$ cat src/rtl/cyc_evt_pkg.sv
package cyc_evt_pkg;

    localparam int CNT_W = 32;
    localparam int PS_W  = 4;

    // Control word as seen on the bus (LSB = counter enable).
    typedef struct packed {
        logic            cyc_ev_en;
        logic            pcs_en;
        logic [1:0]      sync_sel;
        logic            tap_sel;
        logic [PS_W-1:0] ps_val;
        logic [PS_W-1:0] preset;
        logic            cnt_en;
    } ctrl_t;

    localparam int CTRL_W = $bits(ctrl_t);

    // Where a fired tap event is sent.
    typedef enum logic [1:0] {
        RT_OFF = 2'd0,
        RT_CYC = 2'd1,
        RT_PCS = 2'd2
    } route_t;

endpackage

$ cat src/rtl/cyc_counter.sv
module cyc_counter #(
    parameter int W = 32
) (
    input  logic         clk,
    input  logic         rst_n,
    input  logic         inc,
    input  logic         load,
    input  logic [W-1:0] load_val,
    output logic [W-1:0] cnt
);

    logic [W-1:0] cnt_q;

    always_ff @(posedge clk or negedge rst_n) begin
        if (!rst_n) begin
            cnt_q <= '0;
        end else if (load) begin
            cnt_q <= load_val;
        end else if (inc) begin
            cnt_q <= cnt_q + W'(1);
        end
    end

    assign cnt = cnt_q;

    p_step_r1: assert property (@(posedge clk) disable iff (!rst_n)
        (inc && !load) |=> cnt_q == $past(cnt_q) + W'(1));

    p_hold_r1: assert property (@(posedge clk) disable iff (!rst_n)
        (!inc && !load) |=> $stable(cnt_q));

    p_load_r2: assert property (@(posedge clk) disable iff (!rst_n)
        load |=> cnt_q == $past(load_val));

endmodule

$ cat src/rtl/cyc_postscaler.sv
module cyc_postscaler #(
    parameter int PSW = 4
) (
    input  logic           clk,
    input  logic           rst_n,
    input  logic [1:0]     tap_chg,
    input  logic           tap_sel,
    input  logic [PSW-1:0] preset,
    input  logic           wr_ps,
    input  logic [PSW-1:0] wr_val,
    output logic [PSW-1:0] ps_val,
    output logic           fire
);

    logic [PSW-1:0] ps_q;
    logic           tap_evt;

    assign tap_evt = tap_sel ? tap_chg[1] : tap_chg[0];
    assign fire    = tap_evt && (ps_q == '0);

    always_ff @(posedge clk or negedge rst_n) begin
        if (!rst_n) begin
            ps_q <= '0;
        end else if (wr_ps) begin
            ps_q <= wr_val;
        end else if (tap_evt) begin
            if (ps_q == '0) ps_q <= preset;
            else            ps_q <= ps_q - PSW'(1);
        end
    end

    assign ps_val = ps_q;

    p_reload_r4: assert property (@(posedge clk) disable iff (!rst_n)
        (fire && !wr_ps) |=> ps_q == $past(preset));

    p_dec_r4: assert property (@(posedge clk) disable iff (!rst_n)
        (tap_evt && ps_q != '0 && !wr_ps) |=> ps_q == $past(ps_q) - PSW'(1));

    p_idle_r4: assert property (@(posedge clk) disable iff (!rst_n)
        (!tap_evt && !wr_ps) |=> $stable(ps_q));

    p_wr_r9: assert property (@(posedge clk) disable iff (!rst_n)
        wr_ps |=> ps_q == $past(wr_val));

endmodule

$ cat src/rtl/cyc_sync_tap.sv
module cyc_sync_tap (
    input  logic [2:0] sync_chg,
    input  logic [1:0] sync_sel,
    input  logic       gate,
    output logic       pulse
);

    logic [3:0] sel_chg;

    assign sel_chg = {sync_chg, 1'b0};   // select 0 = no sync
    assign pulse   = gate && sel_chg[sync_sel];

endmodule

$ cat src/rtl/cyc_evt_top.sv
module cyc_evt_top
    import cyc_evt_pkg::*;
#(
    parameter int TAP_LO    = 6,
    parameter int TAP_HI    = 10,
    parameter int SYNC_BASE = 24,
    parameter int SYNC_STEP = 2
) (
    input  logic             clk,
    input  logic             rst_n,
    input  logic             core_halted,
    input  logic             sync_ext_en,
    input  logic             cnt_absent,
    input  logic [CNT_W-1:0] pc_in,
    input  logic             bus_wr,
    input  logic             bus_addr,
    input  logic [CNT_W-1:0] bus_wdata,
    output logic [CNT_W-1:0] bus_rdata,
    output logic             cyc_evt,
    output logic             pcs_strobe,
    output logic [CNT_W-1:0] pcs_pc,
    output logic             sync_pulse
);

    localparam int NWATCH = 5;   // 2 tap bits + 3 sync bits

    ctrl_t             wv;
    logic              wr_ctrl, wr_cnt;
    logic              cnt_en_q, tap_sel_q, pcs_en_q, cyc_en_q;
    logic [PS_W-1:0]   preset_q, ps_val;
    logic [1:0]        sync_sel_q;
    logic              en_eff, fire;
    logic [CNT_W-1:0]  cnt;
    logic [NWATCH-1:0] watch, watch_q, chg;
    route_t            route;

    assign wv      = bus_wdata[CTRL_W-1:0];
    assign wr_ctrl = bus_wr && !bus_addr;
    assign wr_cnt  = bus_wr &&  bus_addr;
    assign en_eff  = cnt_en_q && !cnt_absent;

    always_ff @(posedge clk or negedge rst_n) begin
        if (!rst_n) begin
            cnt_en_q   <= 1'b0;
            preset_q   <= '0;
            tap_sel_q  <= 1'b0;
            sync_sel_q <= '0;
            pcs_en_q   <= 1'b0;
            cyc_en_q   <= 1'b0;
        end else if (wr_ctrl) begin
            cnt_en_q   <= wv.cnt_en && !cnt_absent;
            preset_q   <= wv.preset;
            tap_sel_q  <= wv.tap_sel;
            sync_sel_q <= wv.sync_sel;
            pcs_en_q   <= wv.pcs_en;
            cyc_en_q   <= wv.cyc_ev_en;
        end
    end

    cyc_counter #(.W(CNT_W)) u_cnt (
        .clk      (clk),
        .rst_n    (rst_n),
        .inc      (en_eff && !core_halted),
        .load     (wr_cnt),
        .load_val (bus_wdata),
        .cnt      (cnt)
    );

    // Counter bits whose changes are watched.
    assign watch[0] = cnt[TAP_LO];
    assign watch[1] = cnt[TAP_HI];
    for (genvar i = 0; i < 3; i++) begin : g_sync_watch
        assign watch[2+i] = cnt[SYNC_BASE + i*SYNC_STEP];
    end

    always_ff @(posedge clk or negedge rst_n) begin
        if (!rst_n) watch_q <= '0;
        else        watch_q <= watch;
    end

    assign chg = watch ^ watch_q;

    cyc_postscaler #(.PSW(PS_W)) u_ps (
        .clk     (clk),
        .rst_n   (rst_n),
        .tap_chg (chg[1:0]),
        .tap_sel (tap_sel_q),
        .preset  (preset_q),
        .wr_ps   (wr_ctrl),
        .wr_val  (wv.ps_val),
        .ps_val  (ps_val),
        .fire    (fire)
    );

    cyc_sync_tap u_sync (
        .sync_chg (chg[4:2]),
        .sync_sel (sync_sel_q),
        .gate     (en_eff && sync_ext_en),
        .pulse    (sync_pulse)
    );

    always_comb begin
        if (!fire)         route = RT_OFF;
        else if (pcs_en_q) route = RT_PCS;
        else if (cyc_en_q) route = RT_CYC;
        else               route = RT_OFF;
    end

    always_comb begin
        cyc_evt    = 1'b0;
        pcs_strobe = 1'b0;
        pcs_pc     = '0;
        unique case (route)
            RT_CYC:  cyc_evt = 1'b1;
            RT_PCS: begin
                pcs_strobe = 1'b1;
                pcs_pc     = pc_in;
            end
            default: ;
        endcase
    end

    always_comb begin
        if (bus_addr) bus_rdata = cnt;
        else bus_rdata = {{(CNT_W-CTRL_W){1'b0}}, cyc_en_q, pcs_en_q, sync_sel_q,
                          tap_sel_q, ps_val, preset_q, en_eff};
    end

    p_excl_r5: assert property (@(posedge clk) disable iff (!rst_n)
        !(pcs_strobe && cyc_evt));

    p_pcs_prio_r5: assert property (@(posedge clk) disable iff (!rst_n)
        pcs_en_q |-> !cyc_evt);

    p_pc_idle_r6: assert property (@(posedge clk) disable iff (!rst_n)
        !pcs_strobe |-> pcs_pc == '0);

    p_sync_gate_r7: assert property (@(posedge clk) disable iff (!rst_n)
        sync_pulse |-> (sync_ext_en && !cnt_absent && sync_sel_q != 2'd0));

    p_absent_r8: assert property (@(posedge clk) disable iff (!rst_n)
        (cnt_absent && !bus_addr) |-> bus_rdata[0] == 1'b0);

    p_absent_hold_r8: assert property (@(posedge clk) disable iff (!rst_n)
        (cnt_absent && !wr_cnt) |=> $stable(cnt));

endmodule

$ cat config.mk
export PLATFORM = sky130hd
export DESIGN_NAME = cyc_evt_top
export DESIGN_NICKNAME = d
export VERILOG_FILES = /design/src/rtl/cyc_evt_pkg.sv /design/src/rtl/cyc_counter.sv /design/src/rtl/cyc_postscaler.sv /design/src/rtl/cyc_sync_tap.sv /design/src/rtl/cyc_evt_top.sv
export SDC_FILE = /design/constraint.sdc
export NUM_CORES = 1
export LEC_CHECK = 0
export BUFFER_PORTS_ARGS = -buffer_cell sky130_fd_sc_hd__buf_2
export CAP_MARGIN = 20
export CORE_MARGIN = 4
export CORE_UTILIZATION = 49
export DETAILED_ROUTE_END_ITERATION = 10
export GPL_TIMING_DRIVEN = 1
export HOLD_SLACK_MARGIN = 0.08
export PLACE_DENSITY = 0.84
export RECOVER_POWER = 100
export SYNTH_ARGS = -nofsm -noshare
export SYNTH_HDL_FRONTEND = slang
export SYNTH_SLANG_ARGS = --single-unit
export TNS_END_PERCENT = 1
$ cat constraint.sdc
create_clock -name clk -period 2.5 [get_ports clk]
set_input_delay 0.25 -clock clk [delete_from_list [all_inputs] [get_ports clk]]
set_output_delay 0.25 -clock clk [all_outputs]
set_load 0.01 [all_outputs]
==> impl_metrics.yaml <==
timing:
  setup_tns_ns: 0
  hold_viol: 0
  tightest_slew_ns: 1.28
  setup_viol: 0
  max_slew_margin: 0.146
  fin_skew_ns: 0.0134
  rsz0062_at_grt: "false"
  period_share: 0.945
  maxSlewViolCount: 0
  min_period_ns: 2.36
  max_freq_mhz: 423
worst_hold_path:
  hold_depth: 3
  hold_path.class: "in -> reg"
placement:
  placedCellCount: 595
  gp_congestion: 0.855
  portBuffers: 137
  hpwl_um: 7340
routing:
  vias_per_cell: 5.67
  first_pass_iters: 5
  drc: 0
  wl_per_cell_um: 16.1
  detail-route-antenna-nets: 0
  drt_iter0_drc: 215
  drt-total-wl_um: 9700
  dr_total_vias: 3420
cells_and_area:
  nets: 599
  multi_input_area_mm2: 0.00187
  seq_area_mm2: 0.00128
  fin_cells: 603
  areaGrowthSynthToFinish_pct: 23.9
  fill_cells: 600
  drive_above_1_share: 0.230
  n_antenna_cell: 0
cts:
  cts_max_level: 2
  cts_sinks: 51
  cts_tree: "built"
  cts_buffers: 5
  path_clk_slew_ns: 0.09
  cts_root_buf: "clkbuf_8"
  ctsLongestPathBuffers: 2
  clk_latency_ns: 0.31
global_routing:
  grt_max_degree: 52
  grt_usage: 0.238
  grt_pass1_wl_um: 16100
  overflow: 0
  grt_antenna_before_repair: 0
  grt_pass1_vias: 3269
critical_path:
  crit_required_ns: 2.25
  cp.arrival_ns: 2.11
  r2r_cells: 4
  path_max_fanout: 33
  reg2reg_slack_ns: 0.31
  end_kind: "output pin"
  start_kind: "register"
  path_class: "reg -> out"
yosys:
  synth.area.top_cells: "dfrtp_1 (39%), and2_1 (9.9%), nand2_1 (5.5%)"
  synth.avg_cell_area_um2: 8.34
  synth_top_area_share: 0.387
  synth_edf_count: 0
  synthArstFlopShare: 1.00
  yosys.area.top_type: "dfrtp_1"
  ys_seq_area_frac: 0.387
  syn_area_mm2: 0.00330
  synthFlopType: "dfrtp_1"
  synth-seq-cells: 51
  yosysWarnings: 0
  synth_nets: 468
  synth_cell_types: 41
  synth_commonest_cells: "and2_1 (52), dfrtp_1 (51), nand2_1 (48), nor2_1 (36), a31oi_1 (22)"
  syn_inst: 395
  yosysMostFrequentCell: "and2_1"
die:
  ios: 138
  initial_core_util: 0.513
  die_y_um: 90.0
  die_area_mm2: 0.00810
  core_mm2: 0.00642
  dieWidth_um: 90.0
  rows: 29
pwr:
  p_total_w: 0.00238
  ir_drop_mv: 0.442
  p_leak_nw: 1.80
  p_per_area_mw_per_mm2: 584
run:
  drv_cap: 0
status:
  run_status: "finished clean"
-- metal layers --
metal / share of wire / global-route usage / routed length [µm] / vias to the layer above
li1: - / - / - / 1653
met1: 0.42 / 0.316 / 4040 / 1624
met2: 0.51 / 0.409 / 4910 / 124
met3: 0.064 / 0.0384 / 624 / 19
met4: 0.013 / 0.0523 / 126 / 0
met5: 0 / 0 / 0 / -
-- per-stage QoR --
step                      hold slack (ns)  instance area [µm²]  utilization  worst slack (ns)
final                               0.146                 4080        0.636             0.139
after global routing                0.148                 4080        0.636            0.0263
after CTS                           0.138                 4150        0.645             0.156
after detailed placement            0.405                 4050        0.630             0.302
after global placement              0.406                 4050        0.630             0.343
after floorplan                   -0.0456                 3300            -             0.448
-- worst max-delay path, stage by stage, from the launching register on --
cell and delay [ns]:
dfrtp_1 0.42, inv_1 0.12, ha_1 0.25, nor3b_1 0.25, and3_1 0.20, buf_6 0.19, and2_0 0.21, buf_2 0.16
-- where the power goes --
part / switching, W / leakage (nW) / internal [W] / total, W
sequential: 0.000178 / 0.577 / 0.000956 / 0.00113
combinational: 0.000415 / 1.18 / 0.000353 / 0.000768
clock: 0.000264 / 0.0470 / 0.000218 / 0.000482
total: 0.000857 / 1.80 / 0.00153 / 0.00238
-- final timing paths --
| check | from | end |
|---|---|---|
| setup / recovery | u_ps.ps_val[0] | pcs_pc[21] |
| hold / removal | bus_wdata[3] | preset_q[2] |
| max in group asynchronous | rst_n | u_cnt.cnt[0] |
| hold reg to reg | cyc_en_q | cyc_en_q |
| setup reg to reg | u_cnt.cnt[6] | u_cnt.cnt[25] |
| min in group asynchronous | rst_n | u_cnt.cnt[25] |
-- cell type report --
| class | instances | share of cell area |
|---|---|---|
| inverters | 11 | 0.0101 |
| repair buffers | 146 | 0.173 |
| clock inverters | 1 | 0.00123 |
| multi-input cells | 311 | 0.459 |
| flip-flops and latches | 51 | 0.313 |
| well taps | 77 | 0.0236 |
| clock buffers | 6 | 0.0202 |
-- repair_timing --
action,4_1_cts,5_1_grt
hold endpoints to repair,28,0
hold buffers,1,0
endpoints found under the setup margin,0,2
gates resized for setup,0,1
buffers inserted,0,0
-- flip-flops by register name, summed over array words and instances (netlist names) --
name and count:
u_cnt.cnt 32, watch_q 5, preset_q 4, u_ps.ps_val 4, sync_sel_q 2, cnt_en_q 1
cyc_en_q 1, pcs_en_q 1, tap_sel_q 1
-- placed cells by master (no fill, tap or decap), types with 11 or more instances in the layout --
| master | instances |
|---|---|
| or4_1 | 16 |
| o31ai_1 | 12 |
| dfrtp_1 | 51 |
| o21ai_0 | 19 |
| nor2_1 | 36 |
| and2_0 | 21 |
| xnor2_1 | 12 |
| clkbuf_1 | 45 |
| nand2_1 | 48 |
| or3_1 | 11 |
| inv_1 | 11 |
| and2_1 | 31 |
| a31oi_1 | 22 |
| a21oi_1 | 12 |
| buf_2 | 94 |
-- logic make-up after synthesis --
family | after synthesis | share of synthesized area
mux | 14 | 0.0463
buf+inv | 33 | 0.0444
compound gates | 72 | 0.134
flops | 51 | 0.387
simple gates | 208 | 0.341
xor+xnor | 15 | 0.0399
fa+ha+maj | 2 | 0.00759
Power figures use the tool's default switching activity.
